<file path="src/rtl/ptrval_pkg.sv">
package ptrval_pkg;

  localparam int unsigned FAIL_W = 12;

  localparam int unsigned F_OPCODE   = 0;
  localparam int unsigned F_SRC      = 1;
  localparam int unsigned F_ACC_RSV  = 2;
  localparam int unsigned F_NCH      = 3;
  localparam int unsigned F_P0_RANGE = 4;
  localparam int unsigned F_P1_RANGE = 5;
  localparam int unsigned F_P0_ALIGN = 6;
  localparam int unsigned F_P1_ALIGN = 7;
  localparam int unsigned F_OPSET    = 8;
  localparam int unsigned F_COMPOSE  = 9;
  localparam int unsigned F_DTYPE    = 10;
  localparam int unsigned F_REVERSE  = 11;

  localparam logic [7:0] OPC_ARITH  = 8'h44;
  localparam logic [7:0] OPC_BITVEC = 8'h54;

  localparam logic [7:0] OP_BYPASS   = 8'h00;
  localparam logic [7:0] OP_DIVIDE   = 8'h07;
  localparam logic [7:0] OP_POW      = 8'h1A;
  localparam logic [7:0] OP_MOD      = 8'h1B;
  localparam logic [7:0] OP_ARITH_LIM = 8'h20;
  localparam logic [7:0] OP_BV_FIRST = 8'h20;
  localparam logic [7:0] OP_BV_LAST  = 8'h28;

  localparam logic [7:0] DT_U8  = 8'd0;
  localparam logic [7:0] DT_U16 = 8'd2;
  localparam logic [7:0] DT_U32 = 8'd7;
  localparam logic [7:0] DT_I32 = 8'd8;
  localparam logic [7:0] DT_IN_MAX  = 8'd8;
  localparam logic [7:0] DT_OUT_MAX = 8'd9;
  localparam logic [7:0] REV_MAX    = 8'd3;

  // byte offsets whose meaning other stages depend on
  localparam int unsigned B_OPCODE = 0;
  localparam int unsigned B_ACC    = 12;
  localparam int unsigned B_RSV    = 13;
  localparam int unsigned B_IN_DT  = 32;
  localparam int unsigned B_OUT_DT = 33;
  localparam int unsigned B_NCH    = 34;
  localparam int unsigned B_SRC0   = 35;
  localparam int unsigned B_OP0    = 36;
  localparam int unsigned B_OP1    = 37;
  localparam int unsigned B_REV    = 38;
  localparam int unsigned B_SRC1   = 39;
  localparam int unsigned B_PTR0   = 40;
  localparam int unsigned B_PTR1   = 44;

  typedef struct packed {
    logic [7:0]  opcode;
    logic [7:0]  acc_cmd;
    logic [23:0] rsv;
    logic [7:0]  in_dt;
    logic [7:0]  out_dt;
    logic [7:0]  n_ch;
    logic [7:0]  src0;
    logic [7:0]  op0;
    logic [7:0]  op1;
    logic [7:0]  rev;
    logic [7:0]  src1;
    logic [31:0] ptr0;
    logic [31:0] ptr1;
  } fields_t;

  typedef enum logic [1:0] {ALIGN_1 = 2'd0, ALIGN_2 = 2'd1, ALIGN_4 = 2'd2} align_e;

  function automatic align_e dt_align(input logic [7:0] dt);
    if (dt <= 8'd1)      return ALIGN_1;
    else if (dt <= 8'd5) return ALIGN_2;
    else                 return ALIGN_4;
  endfunction

  function automatic logic arith_op_ok(input logic [7:0] op);
    return (op < OP_ARITH_LIM) && (op != OP_DIVIDE) && (op != OP_POW) && (op != OP_MOD);
  endfunction

  function automatic logic bitvec_op_ok(input logic [7:0] op);
    return (op == OP_BYPASS) || ((op >= OP_BV_FIRST) && (op <= OP_BV_LAST));
  endfunction

  function automatic logic bitvec_dt_ok(input logic [7:0] dt);
    return (dt == DT_U8) || (dt == DT_U16) || (dt == DT_U32) || (dt == DT_I32);
  endfunction

endpackage

</file>
<file path="src/rtl/ptrval_decode.sv">
module ptrval_decode
  import ptrval_pkg::*;
#(
  parameter int unsigned DESC_BYTES = 64,
  localparam int unsigned DESC_W = DESC_BYTES * 8
) (
  input  logic [DESC_W-1:0] desc_i,
  output fields_t           fld_o
);

  function automatic logic [7:0] byte_at(input logic [DESC_W-1:0] d, input int unsigned k);
    return d[8*k +: 8];
  endfunction

  function automatic logic [31:0] word_at(input logic [DESC_W-1:0] d, input int unsigned k);
    return {d[8*(k+3) +: 8], d[8*(k+2) +: 8], d[8*(k+1) +: 8], d[8*k +: 8]};
  endfunction

  always_comb begin
    fld_o.opcode  = byte_at(desc_i, B_OPCODE);
    fld_o.acc_cmd = byte_at(desc_i, B_ACC);
    fld_o.rsv     = {byte_at(desc_i, B_RSV + 2), byte_at(desc_i, B_RSV + 1), byte_at(desc_i, B_RSV)};
    fld_o.in_dt   = byte_at(desc_i, B_IN_DT);
    fld_o.out_dt  = byte_at(desc_i, B_OUT_DT);
    fld_o.n_ch    = byte_at(desc_i, B_NCH);
    fld_o.src0    = byte_at(desc_i, B_SRC0);
    fld_o.op0     = byte_at(desc_i, B_OP0);
    fld_o.op1     = byte_at(desc_i, B_OP1);
    fld_o.rev     = byte_at(desc_i, B_REV);
    fld_o.src1    = byte_at(desc_i, B_SRC1);
    fld_o.ptr0    = word_at(desc_i, B_PTR0);
    fld_o.ptr1    = word_at(desc_i, B_PTR1);
  end

endmodule

</file>
<file path="src/rtl/ptrval_ptr_chk.sv">
module ptrval_ptr_chk
  import ptrval_pkg::*;
#(
  parameter int unsigned PTR_W    = 32,
  parameter int unsigned CH_SHIFT = 16
) (
  input  logic [PTR_W-1:0] ptr_i,
  input  logic [7:0]       n_ch_i,
  input  logic             is_bitvec_i,
  input  logic [7:0]       in_dt_i,
  output logic             range_fail_o,
  output logic             align_fail_o
);

  logic [PTR_W-1:0] chan;
  align_e           need;

  generate
    if (CH_SHIFT >= PTR_W) begin : g_one_chan
      assign chan = '0;
    end else begin : g_shift
      assign chan = ptr_i >> CH_SHIFT;
    end
  endgenerate

  assign range_fail_o = chan >= PTR_W'(n_ch_i);

  always_comb begin
    need = is_bitvec_i ? dt_align(in_dt_i) : ALIGN_4;
    unique case (need)
      ALIGN_1: align_fail_o = 1'b0;
      ALIGN_2: align_fail_o = ptr_i[0];
      default: align_fail_o = |ptr_i[1:0];
    endcase
  end

  // a pointer at address 0 sits in channel 0 and is aligned for any class
  AST_ZERO_PTR_OK: assert final (!(ptr_i == '0 && n_ch_i != 8'd0) || (!range_fail_o && !align_fail_o));

endmodule

</file>
<file path="src/rtl/ptrval_rules.sv">
module ptrval_rules
  import ptrval_pkg::*;
#(
  parameter int unsigned MAX_CH = 128
) (
  input  fields_t           fld_i,
  output logic              is_bitvec_o,
  output logic [FAIL_W-1:0] fail_o
);

  logic ops_ok, dt_ok;

  assign is_bitvec_o = fld_i.opcode == OPC_BITVEC;

  always_comb begin
    if (is_bitvec_o) begin
      ops_ok = bitvec_op_ok(fld_i.op0) && bitvec_op_ok(fld_i.op1);
      dt_ok  = (fld_i.in_dt == fld_i.out_dt) && bitvec_dt_ok(fld_i.in_dt);
    end else begin
      ops_ok = arith_op_ok(fld_i.op0) && arith_op_ok(fld_i.op1);
      dt_ok  = (fld_i.in_dt <= DT_IN_MAX) && (fld_i.out_dt <= DT_OUT_MAX);
    end
  end

  always_comb begin
    fail_o            = '0;
    fail_o[F_OPCODE]  = (fld_i.opcode != OPC_ARITH) && (fld_i.opcode != OPC_BITVEC);
    fail_o[F_SRC]     = (|fld_i.src0) || (|fld_i.src1);
    fail_o[F_ACC_RSV] = (|fld_i.acc_cmd) || (|fld_i.rsv);
    fail_o[F_NCH]     = (fld_i.n_ch == 8'd0) || (int'(fld_i.n_ch) > int'(MAX_CH));
    fail_o[F_OPSET]   = !ops_ok;
    fail_o[F_COMPOSE] = (fld_i.op0 == OP_BYPASS) && (fld_i.op1 != OP_BYPASS);
    fail_o[F_DTYPE]   = !dt_ok;
    fail_o[F_REVERSE] = fld_i.rev > REV_MAX;
  end

  // the pointer bits are owned by the pointer checkers
  AST_RULES_NO_PTR_BITS: assert final (fail_o[F_P1_ALIGN:F_P0_RANGE] == 4'b0);

endmodule

</file>
<file path="src/rtl/ptr_scalar_validator.sv">
module ptr_scalar_validator
  import ptrval_pkg::*;
#(
  parameter int unsigned DESC_BYTES = 64,
  parameter int unsigned PTR_W      = 32,
  parameter int unsigned CH_SHIFT   = 16,
  parameter int unsigned MAX_CH     = 128,
  localparam int unsigned DESC_W    = DESC_BYTES * 8
) (
  input  logic              clk_i,
  input  logic              rst_ni,
  input  logic              desc_vld_i,
  input  logic [DESC_W-1:0] desc_i,
  output logic              verdict_vld_o,
  output logic              legal_o,
  output logic [FAIL_W-1:0] fail_o
);

  fields_t           fld;
  logic              is_bitvec;
  logic [FAIL_W-1:0] rule_fail;
  logic [FAIL_W-1:0] fail_d;
  logic [PTR_W-1:0]  ptrs [2];
  logic [1:0]        rng_fail, aln_fail;

  ptrval_decode #(.DESC_BYTES(DESC_BYTES)) u_decode (
    .desc_i (desc_i),
    .fld_o  (fld)
  );

  ptrval_rules #(.MAX_CH(MAX_CH)) u_rules (
    .fld_i       (fld),
    .is_bitvec_o (is_bitvec),
    .fail_o      (rule_fail)
  );

  assign ptrs[0] = PTR_W'(fld.ptr0);
  assign ptrs[1] = PTR_W'(fld.ptr1);

  generate
    for (genvar p = 0; p < 2; p++) begin : g_ptr
      ptrval_ptr_chk #(.PTR_W(PTR_W), .CH_SHIFT(CH_SHIFT)) u_chk (
        .ptr_i        (ptrs[p]),
        .n_ch_i       (fld.n_ch),
        .is_bitvec_i  (is_bitvec),
        .in_dt_i      (fld.in_dt),
        .range_fail_o (rng_fail[p]),
        .align_fail_o (aln_fail[p])
      );
    end
  endgenerate

  always_comb begin
    fail_d             = rule_fail;
    fail_d[F_P0_RANGE] = rng_fail[0];
    fail_d[F_P1_RANGE] = rng_fail[1];
    fail_d[F_P0_ALIGN] = aln_fail[0];
    fail_d[F_P1_ALIGN] = aln_fail[1];
  end

  always_ff @(posedge clk_i or negedge rst_ni) begin
    if (!rst_ni) begin
      verdict_vld_o <= 1'b0;
      legal_o       <= 1'b0;
      fail_o        <= '0;
    end else if (desc_vld_i) begin
      verdict_vld_o <= 1'b1;
      legal_o       <= ~|fail_d;
      fail_o        <= fail_d;
    end else begin
      verdict_vld_o <= 1'b0;
      legal_o       <= 1'b0;
      fail_o        <= '0;
    end
  end

  AST_VERDICT_FOLLOWS: assert property (@(posedge clk_i) disable iff (!rst_ni)
    desc_vld_i |=> verdict_vld_o);
  AST_IDLE_CLEAR: assert property (@(posedge clk_i) disable iff (!rst_ni)
    !desc_vld_i |=> (!verdict_vld_o && !legal_o && fail_o == '0));
  AST_LEGAL_OPCODE: assert property (@(posedge clk_i) disable iff (!rst_ni)
    (verdict_vld_o && legal_o) |-> ($past(desc_i[7:0]) == OPC_ARITH || $past(desc_i[7:0]) == OPC_BITVEC));
  AST_LEGAL_SRC_ZERO: assert property (@(posedge clk_i) disable iff (!rst_ni)
    (verdict_vld_o && legal_o) |-> ($past(desc_i[8*B_SRC0 +: 8]) == 8'd0 && $past(desc_i[8*B_SRC1 +: 8]) == 8'd0));
  AST_LEGAL_NCH: assert property (@(posedge clk_i) disable iff (!rst_ni)
    (verdict_vld_o && legal_o) |-> ($past(desc_i[8*B_NCH +: 8]) != 8'd0 && int'($past(desc_i[8*B_NCH +: 8])) <= int'(MAX_CH)));

endmodule

</file>
<file path="config.mk">
export PLATFORM = sky130hd
export DESIGN_NAME = ptr_scalar_validator
export DESIGN_NICKNAME = d
export VERILOG_FILES = /design/src/rtl/ptrval_pkg.sv /design/src/rtl/ptrval_decode.sv /design/src/rtl/ptrval_ptr_chk.sv /design/src/rtl/ptrval_rules.sv /design/src/rtl/ptr_scalar_validator.sv
export SDC_FILE = /design/constraint.sdc
export NUM_CORES = 1
export LEC_CHECK = 0
export BUFFER_PORTS_ARGS = -buffer_cell sky130_fd_sc_hd__buf_4
export CAP_MARGIN = 20
export CORE_AREA = 5 5 201 203
export CTS_BUF_LIST = sky130_fd_sc_hd__clkbuf_16
export DETAILED_ROUTE_END_ITERATION = 7
export DIE_AREA = 0 0 206 208
export PLACE_DENSITY = 0.3
export SLEW_MARGIN = 25
export SYNTH_ARGS = -nofsm -noshare
export SYNTH_HDL_FRONTEND = slang
export SYNTH_SLANG_ARGS = --single-unit
</file>
<file path="constraint.sdc">
create_clock -name clk_i -period 0.8 [get_ports clk_i]
set_input_delay 0.16 -clock clk_i [delete_from_list [all_inputs] [get_ports clk_i]]
set_output_delay 0.16 -clock clk_i [all_outputs]
set_load 0.005 [all_outputs]
</file>
==> results.json, run 1 <==
{
  "violations": "negative setup slack",
  "final_nets": 897,
  "die_w_um": 206,
  "rsz0062_at_grt": "true",
  "groute.usage.overall": 0.04877,
  "ios": 529,
  "postSynthCellCount": 158,
  "pwr-share-clk": 0.299,
  "num_antenna_cells": 0,
  "synth-edff-count": 0,
  "antenna_found_initial": 3,
  "core_area_mm2": 0.03829,
  "synth.area.top_cells": "dfrtp_1 25%, ha_1 14%, nor4_1 10%, xnor2_1 5.1%, a211oi_1 3.3%",
  "yosysMostFrequentCell": "nor4_1",
  "synth_cell_types": 37,
  "cts_sinks": 14,
  "cts_root_buffer": "clkbuf_16",
  "post-route-util": 0.1118,
  "worst_slew_pin_slew_ns": 0.3694,
  "cp.arrival_ns": 1.53,
  "path_max_fanout": 2,
  "pwr-share-seq": 0.230,
  "start_util": 0.03611,
  "drive_above_1_share": 0.7260,
  "min_period_ns": 1.372,
  "setup_viol": 25,
  "clkSlewWorstSetupHoldPaths_ns": 0.05,
  "p_sw_uw": 934.4,
  "max_slew_margin": 0.7537,
  "ys_ff_latch": 14,
  "grt_pass1_wl_um": 15180,
  "synth_area_leader_cell": "dfrtp_1",
  "stdcell_count": 883,
  "p_leak_uw": 0.001706,
  "fp.dieH_um": 208,
  "p_per_area_mw_per_mm2": 768.0,
  "dp_cells": 873,
  "status": "finished, violations left",
  "cp-start-kind": "input pin",
  "p_sw_frac": 0.2841,
  "hold_start": "desc_i[349]",
  "grt_max_degree": 15,
  "startpoint": "desc_i[288]",
  "hold_class": "input pin to flip-flop",
  "wl_um": 10780,
  "drv_cap": 0,
  "fin_crit_sh": 1.714,
  "final_hold_viol_count": 0,
  "wl_per_cell_um": 12.21,
  "multi_input_area_mm2": 0.001443,
  "drt-initial-drc-count": 57,
  "yosysSeqAreaShare": 0.2534,
  "grt.overflow.total": 0,
  "firstDrtPassIters": 4,
  "h-tree-depth": 1,
  "vdd_ir_drop_max_mv": 0.3972,
  "rows": 72,
  "end_kind": "flip-flop",
  "p_int_uw": 2354,
  "fillers": 4393,
  "netlist_area_mm2": 0.001383,
  "die-area_mm2": 0.04285,
  "fmax_mhz": 729.1,
  "cts_buffer_depth": 2,
  "synth_async_sr_flop_share": 1.000,
  "synth_area_per_cell_um2": 8.750,
  "area_growth_pct": 209.7,
  "cp.required_ns": 0.95,
  "pwr-share-comb": 0.471,
  "hpwl_um": 9920,
  "worst_slack_ns": -0.5716,
  "drc": 0,
  "gp_congestion": 0.6862,
  "total_power_uw": 3288,
  "synth_top_flop_cell": "dfrtp_1",
  "portBuffers": 154,
  "avgViaCountPerCell": 2.347,
  "finalMaxSlewViolations": 0,
  "grt_pass1_vias": 2367,
  "yosysWarnings": 0,
  "num_vias": 2072,
  "drtAntennaViolNets": 0,
  "cts_buffers": 3,
  "synth_top_area_share": 0.2534,
  "synth_fp_nets": 689,
  "regArea_um2": 350.3,
  "dp_slack_ns": -1.253,
  "synth_common_cells": "22 x nor4_1, 16 x ha_1, 14 x dfrtp_1",
  "cts_tree": "yes",
  "path_class": "input pin to flip-flop"
}
[power groups by stage]
stage | Sequential, uW | Combinational, uW | Clock [uW]
after floorplan | 767 | 313 | 0
final | 756 | 1550 | 982
after global routing | 761 | 1690 | 1030
after global placement | 762 | 1310 | 0
after detailed placement | 762 | 1310 | 0
after CTS | 757 | 1520 | 989
[state kept, by name, indices dropped and copies added, names as in the netlist]
signal	cells
fail_o	12
legal_o	1
verdict_vld_o	1
[worst max-delay path, cell delays in order]
cell       delay (ns)
buf_6            0.09
or3_4            0.40
maj3_2           0.32
a2111oi_4        0.21
a21oi_2          0.09
nor4_2           0.26
[final cells by class]
| cell class | count | area share |
|---|---|---|
| multi-input combinational | 132 | 0.3369 |
| clock inverter | 1 | 0.0008767 |
| timing repair buffer | 203 | 0.3980 |
| tap | 518 | 0.1514 |
| inverter | 12 | 0.01344 |
| clock buffer | 3 | 0.01753 |
| sequential | 14 | 0.08182 |
[kinds of logic after synthesis]
| group | Yosys count | share of synthesized area |
|---|---|---|
| and+or+nand+nor | 73 | 0.3194 |
| buffers and inverters | 12 | 0.03258 |
| adders and majority gates | 19 | 0.1674 |
| DFF | 14 | 0.2534 |
| AOI/OAI and AO/OA | 32 | 0.1765 |
| xor gates and xnor gates | 8 | 0.05068 |
[what timing repair did]
action / CTS / global route
gates resized for setup: 76 / 21
endpoints found under the hold margin: 14 / 0
buffers inserted: 6 / 3
pin swaps: 32 / 15
hold buffers: 1 / 0
setup endpoints to repair: 26 / 26
[layer usage]
| metal | track usage | part of all wire | vias up |
|---|---|---|---|
| li1 | - | - | 1033 |
| met1 | 0.05576 | 0.38 | 928 |
| met2 | 0.08623 | 0.50 | 94 |
| met3 | 0.01946 | 0.10 | 11 |
| met4 | 0.008949 | 0.0092 | 6 |
| met5 | 0 | 0.0050 | - |
[cell usage in the layout, fill, tap and decap left out, drive strengths merged]
master | synthesis | final
clkinv | 0 | 1
o22ai | 2 | 2
o21ai | 5 | 5
buf | 0 | 202
dlygate4sd3 | 0 | 1
ha | 16 | 16
a221oi | 1 | 1
o211ai | 4 | 4
or3 | 1 | 1
or4 | 1 | 1
dfrtp | 14 | 14
o221ai | 1 | 1
nor4 | 23 | 23
xnor2 | 8 | 8
clkbuf | 0 | 3
and4b | 2 | 2
and4bb | 1 | 1
o31ai | 3 | 3
o21a | 3 | 3
nand4 | 5 | 5
nor3 | 6 | 6
nand3 | 3 | 3
a21oi | 3 | 3
nand2b | 2 | 2
nand3b | 2 | 2
and2 | 5 | 5
o2111ai | 1 | 1
a211oi | 6 | 6
nand4b | 2 | 2
nor2 | 8 | 8
nand2 | 11 | 11
maj3 | 3 | 3
nor4b | 1 | 1
inv | 12 | 12
a21o | 1 | 1
a2111oi | 1 | 1
a31oi | 1 | 1
[metrics by stage]
step | hold WS [ns] | TNS, ns | area (um^2)
after global routing | 0.2177 | -6.025 | 4282
after global placement | 0.02813 | -8.966 | 3681
after CTS | 0.2154 | -5.426 | 4160
after floorplan | -0.1356 | -2.926 | 1554
final | 0.1978 | -4.855 | 4282
after detailed placement | 0.03082 | -8.876 | 3681
[final timing paths]
check	end	slack, ns	cells after the start
setup / recovery	legal_o$_DFF_PN0_	-0.57	6
hold / removal	legal_o$_DFF_PN0_	0.20	4
max in group asynchronous	fail_o[11]$_DFF_PN0_	0.29	2
min in group asynchronous	fail_o[9]$_DFF_PN0_	0.33	2
No activity file was read; power rests on OpenSTA's default activity.
==> run 2, diff against run 1 <==
==> constraint.sdc (replaced) <==
create_clock -name clk_i -period 0.8 [get_ports clk_i]
set_input_delay 0.12 -clock clk_i [delete_from_list [all_inputs] [get_ports clk_i]]
set_output_delay 0.12 -clock clk_i [all_outputs]
set_load 0.005 [all_outputs]
==> run 2 against run 1 <==
Against the previous run: the run still ends with negative setup slack left; die area is the same; cell area grew 0.82%; maximum frequency grew 0.11%; first-iteration DRC count shrank 40%; via count grew 3.2%; combinational power is essentially flat; setup slack gained 0.0016 ns; total power shrank 0.32%; clock power shrank 1%; global-route usage grew 0.051 points; critical path depth grew 3; hold slack lost 0.049 ns; critical path type unchanged; largest cell class unchanged; largest power group unchanged.
==> results.json, run 2 (synthesized netlist as in run 1, its figures left out) <==
{
  "placed_area_mm2": 0.003643,
  "cp.arrival_ns": 1.52,
  "timing.hold.ws_ns": 0.1487,
  "drv_cap": 0,
  "rows": 72,
  "gp_congestion": 0.6835,
  "final_cell_mix": "160 x buf_4, 44 x buf_6, 14 x dfrtp_1",
  "status": "finished, violations left",
  "p_leak_uw": 0.001699,
  "cts_sinks": 14,
  "die-area_mm2": 0.04285,
  "cts_tree": "yes",
  "grt.overflow.total": 0,
  "finalMaxSlewViolations": 0,
  "finish.instance_area_mm2": 0.004317,
  "largest_reg_flops": 12,
  "start_util": 0.03611,
  "hold_path_end": "legal_o$_DFF_PN0_",
  "regMostFlops": "fail_o",
  "wl_um": 11090,
  "worst_slew_pin_slew_ns": 0.3866,
  "hold_start": "desc_i[348]",
  "num_vias": 2139,
  "final_common_cell": "buf_4",
  "grt_pass1_wl_um": 15310,
  "core_area_mm2": 0.03829,
  "hold_depth": 4,
  "stdcell_count": 889,
  "grt_pass1_vias": 2431,
  "min_period_ns": 1.370,
  "drc": 0,
  "multi_input_area_mm2": 0.001413,
  "regArea_um2": 350.3,
  "drive_above_1_share": 0.7243,
  "groute.usage.overall": 0.04928,
  "portBuffers": 154,
  "drt-initial-drc-count": 34,
  "fmax_mhz": 729.9,
  "firstDrtPassIters": 4,
  "hold_class": "input pin to flip-flop",
  "hpwl_um": 10010,
  "worst_slack_ns": -0.5700,
  "fp.dieH_um": 208,
  "violations": "negative setup slack",
  "max_slew_margin": 0.7401,
  "cts_buffers": 3,
  "fillers": 4409,
  "path_class": "input pin to flip-flop",
  "dp_cells": 875,
  "end_kind": "flip-flop",
  "antenna_found_initial": 4,
  "post-route-util": 0.1127,
  "cp-start-kind": "input pin",
  "top_regs": "fail_o: 12 flops, legal_o: 1 flops, verdict_vld_o: 1 flops",
  "h-tree-depth": 1,
  "path_max_fanout": 2,
  "ios": 529,
  "die_w_um": 206,
  "clkSlewWorstSetupHoldPaths_ns": 0.05,
  "final_nets": 902,
  "fin_crit_sh": 1.712,
  "avgViaCountPerCell": 2.406,
  "wl_per_cell_um": 12.48,
  "p_per_area_mw_per_mm2": 759.4,
  "setup_viol": 25,
  "cts_root_buffer": "clkbuf_16",
  "rsz0062_at_grt": "true",
  "vdd_ir_drop_max_mv": 0.3710,
  "cp.required_ns": 0.95,
  "final_hold_viol_count": 0,
  "drtAntennaViolNets": 0,
  "dp_slack_ns": -1.055,
  "area_growth_pct": 212.2,
  "cts_buffer_depth": 2,
  "grt_max_degree": 15
}
run 2: stage by stage:
| stage | power (uW) | setup TNS [ns] |
|---|---|---|
| final | 3278 | -4.122 |
| after floorplan | 1075 | -2.564 |
| after detailed placement | 2057 | -8.163 |
| after CTS | 3261 | -4.493 |
| after global routing | 3477 | -5.145 |
| after global placement | 2061 | -8.253 |
run 2: critical path, cell delays in order:
cell	delay, ns
buf_12	0.09
inv_12	0.03
buf_6	0.11
ha_4	0.21
a211oi_2	0.19
nand2_2	0.10
nor4_4	0.28
o221ai_2	0.15
nor4_2	0.25
run 2: power breakdown:
part	switching (uW)	total (uW)	internal [uW]
Sequential	15.1	758	743
Clock	305	968	663
Combinational	602	1550	951
Total	922	3280	2360
run 2: metal layers:
layer  track usage  part of all wire  vias to the layer above
met3       0.01713              0.10                       12
li1              -                 -                     1053
met5             0            0.0045                        -
met4       0.01514             0.014                        8
met1       0.05281              0.37                      971
met2       0.09020              0.51                       95
run 2: layout make-up:
cell class,instances,share of cell area
Antenna cell,1,0.0005797
Sequential cell,14,0.08116
Clock inverter,1,0.0008696
Tap cell,518,0.1501
Timing Repair Buffer,208,0.4081
Clock buffer,3,0.01739
Inverter,12,0.01449
Multi-Input combinational cell,132,0.3272
run 2: worst max-delay path by stage:
stage / from / to / slack, ns / cells past startpoint
finish: desc_i[279] / legal_o$_DFF_PN0_ / -0.57 / 9
global route: desc_i[279] / legal_o$_DFF_PN0_ / -0.67 / 9
CTS: desc_i[279] / legal_o$_DFF_PN0_ / -0.58 / 9
detailed placement: desc_i[379] / legal_o$_DFF_PN0_ / -1.05 / 7
global placement: desc_i[379] / legal_o$_DFF_PN0_ / -1.06 / 7
floorplan: desc_i[288] / legal_o$_DFF_PN0_ / -0.61 / 5
run 2: timing repair:
| action | in CTS | in global routing |
|---|---|---|
| gates resized for setup | 80 | 27 |
| setup endpoints to repair | 26 | 25 |
| pin swaps | 39 | 22 |
| endpoints found under the hold margin | 14 | 0 |
| hold buffers | 1 | 0 |
| buffers inserted | 8 | 4 |
| cloned | 0 | 0 |
==> run 3, diff against run 2 <==
==> constraint.sdc (replaced) <==
create_clock -name clk_i -period 0.8 [get_ports clk_i]
set_input_delay 0.04 -clock clk_i [delete_from_list [all_inputs] [get_ports clk_i]]
set_output_delay 0.04 -clock clk_i [all_outputs]
set_load 0.005 [all_outputs]
==> run 3 against run 2 <==
Against the previous run: the run still ends with negative setup slack left; sequential power about the same; setup slack better by 0.034 ns; global-route usage grew 0.14 points; cell area shrank 1.5%; combinational power is essentially flat; die area stayed put.
==> results.json, run 3 (synthesized netlist as in run 1, its figures left out) <==
{
  "status": "finished, violations left",
  "violations": "negative setup slack",
  "grt.overflow.total": 0,
  "cts_root_buffer": "clkbuf_16",
  "final_common_cell": "buf_4",
  "wl_per_cell_um": 12.76,
  "hold_class": "input pin to flip-flop",
  "fillers": 4415,
  "wl_um": 11250,
  "p_leak_uw": 0.001647,
  "p_per_area_mw_per_mm2": 768.4,
  "drtAntennaViolNets": 0,
  "cp_slowest_cell": "or3_4",
  "cts_buffer_depth": 2,
  "finalMaxSlewViolations": 0,
  "rsz0062_at_grt": "true",
  "top_regs": "fail_o: 12 flops, legal_o: 1 flops, verdict_vld_o: 1 flops",
  "antenna_found_initial": 6,
  "final_cell_mix": "160 x buf_4, 37 x buf_6, 14 x dfrtp_1",
  "min_period_ns": 1.336,
  "crit_chain": "buf_4 -> or3_4 -> maj3_2 -> a2111oi_4 -> a21oi_2 -> nor4_2",
  "portBuffers": 154,
  "avgViaCountPerCell": 2.400,
  "drive_above_1_share": 0.7473,
  "gp_congestion": 0.7079,
  "cts_tree": "yes",
  "post-route-util": 0.1111,
  "crit_buf_inv": 1,
  "die_w_um": 206,
  "drv_cap": 0,
  "grt_pass1_vias": 2439,
  "area_growth_pct": 207.6,
  "grt_pass1_wl_um": 15840,
  "cp.arrival_ns": 1.48,
  "path_max_fanout": 2,
  "fin_crit_sh": 1.669,
  "num_antenna_cells": 0,
  "total_power_uw": 3268,
  "p_int_uw": 2371,
  "cts_sinks": 14,
  "firstDrtPassIters": 4,
  "p_sw_frac": 0.2744,
  "groute.usage.overall": 0.05069,
  "hpwl_um": 10220,
  "fp.dieH_um": 208,
  "core_area_mm2": 0.03829,
  "pwr-share-comb": 0.478,
  "path_class": "input pin to flip-flop",
  "die-area_mm2": 0.04285,
  "cp.required_ns": 0.95,
  "timing.hold.ws_ns": 0.06846,
  "h-tree-depth": 1,
  "fmax_mhz": 748.7,
  "cts_buffers": 3,
  "final_hold_viol_count": 0,
  "p_sw_uw": 896.8,
  "largest_reg_flops": 12,
  "worst_slew_pin_slew_ns": 0.3990,
  "ios": 529,
  "drc": 0,
  "drt-initial-drc-count": 27,
  "max_slew_margin": 0.7318,
  "setup_viol": 12,
  "pwr-share-clk": 0.289,
  "critPathMaxStageDelay_ns": 0.37,
  "worst_slack_ns": -0.5356,
  "vdd_ir_drop_max_mv": 0.4210,
  "final_nets": 896,
  "clkSlewWorstSetupHoldPaths_ns": 0.05,
  "num_vias": 2117,
  "start_util": 0.03611,
  "crit_family": "simple AND/OR/NAND/NOR gates",
  "grt_max_degree": 15,
  "pwr-share-seq": 0.232,
  "regMostFlops": "fail_o",
  "cp-start-kind": "input pin",
  "rows": 72,
  "end_kind": "flip-flop"
}
run 3: cell types whose count changed in the layout (fill, tap and decap cells not counted), moves of 3 or more:
| cell | change |
|---|---|
| ha_1 | -4 |
| ha_4 | +3 |
| inv_1 | -3 |
| nor4_4 | -3 |
| buf_6 | -7 |
run 3: power groups by stage:
stage / clock, uW / combinational (uW) / sequential, uW
CTS: 981 / 1540 / 755
finish: 945 / 1560 / 759
detailed placement: 0 / 1300 / 765
global route: 1010 / 1700 / 763
global placement: 0 / 1300 / 765
floorplan: 0 / 307 / 767
run 3: final timing paths:
check,from,endpoint,slack (ns),cells after the start
max in group asynchronous,rst_ni,fail_o[4]$_DFF_PN0_,0.38,2
worst min-delay path,desc_i[351],legal_o$_DFF_PN0_,0.07,4
worst max-delay path,desc_i[289],legal_o$_DFF_PN0_,-0.54,6
min in group asynchronous,rst_ni,fail_o[9]$_DFF_PN0_,0.24,2
run 3: repair_timing:
action,in CTS,in global routing
hold buffers,1,0
hold endpoints to repair,14,0
resized for setup,83,24
buffers inserted,8,3
pin swaps,39,22
endpoints found under the setup margin,16,23
run 3: final cells by class:
type                            count  area, um^2  area share
Inverter                           12       67.56     0.01589
Multi-Input combinational cell    132        1405      0.3304
Timing Repair Buffer              202        1703      0.4004
Clock inverter                      1       3.754   0.0008826
Sequential cell                    14       350.3     0.08238
Tap cell                          518       648.1      0.1524
Clock buffer                        3       75.07     0.01765
run 3: per-layer routing:
| layer | part of all wire | GRT usage |
|---|---|---|
| met2 | 0.50 | 0.09201 |
| met3 | 0.13 | 0.02538 |
| met1 | 0.35 | 0.05129 |
| met5 | 0.0063 | 0 |
| met4 | 0.011 | 0.01308 |
run 3: per-stage QoR:
step                setup WS (ns)  instances  TNS, ns  instance area [um^2]
floorplan                 -0.5304        158   -1.888                  1501
global placement          -0.8712        870   -6.773                  3618
detailed placement        -0.8543        870   -6.846                  3618
CTS                       -0.4814        879   -2.847                  4139
global route              -0.5982        882   -3.676                  4253
finish                    -0.5356        882   -2.774                  4253
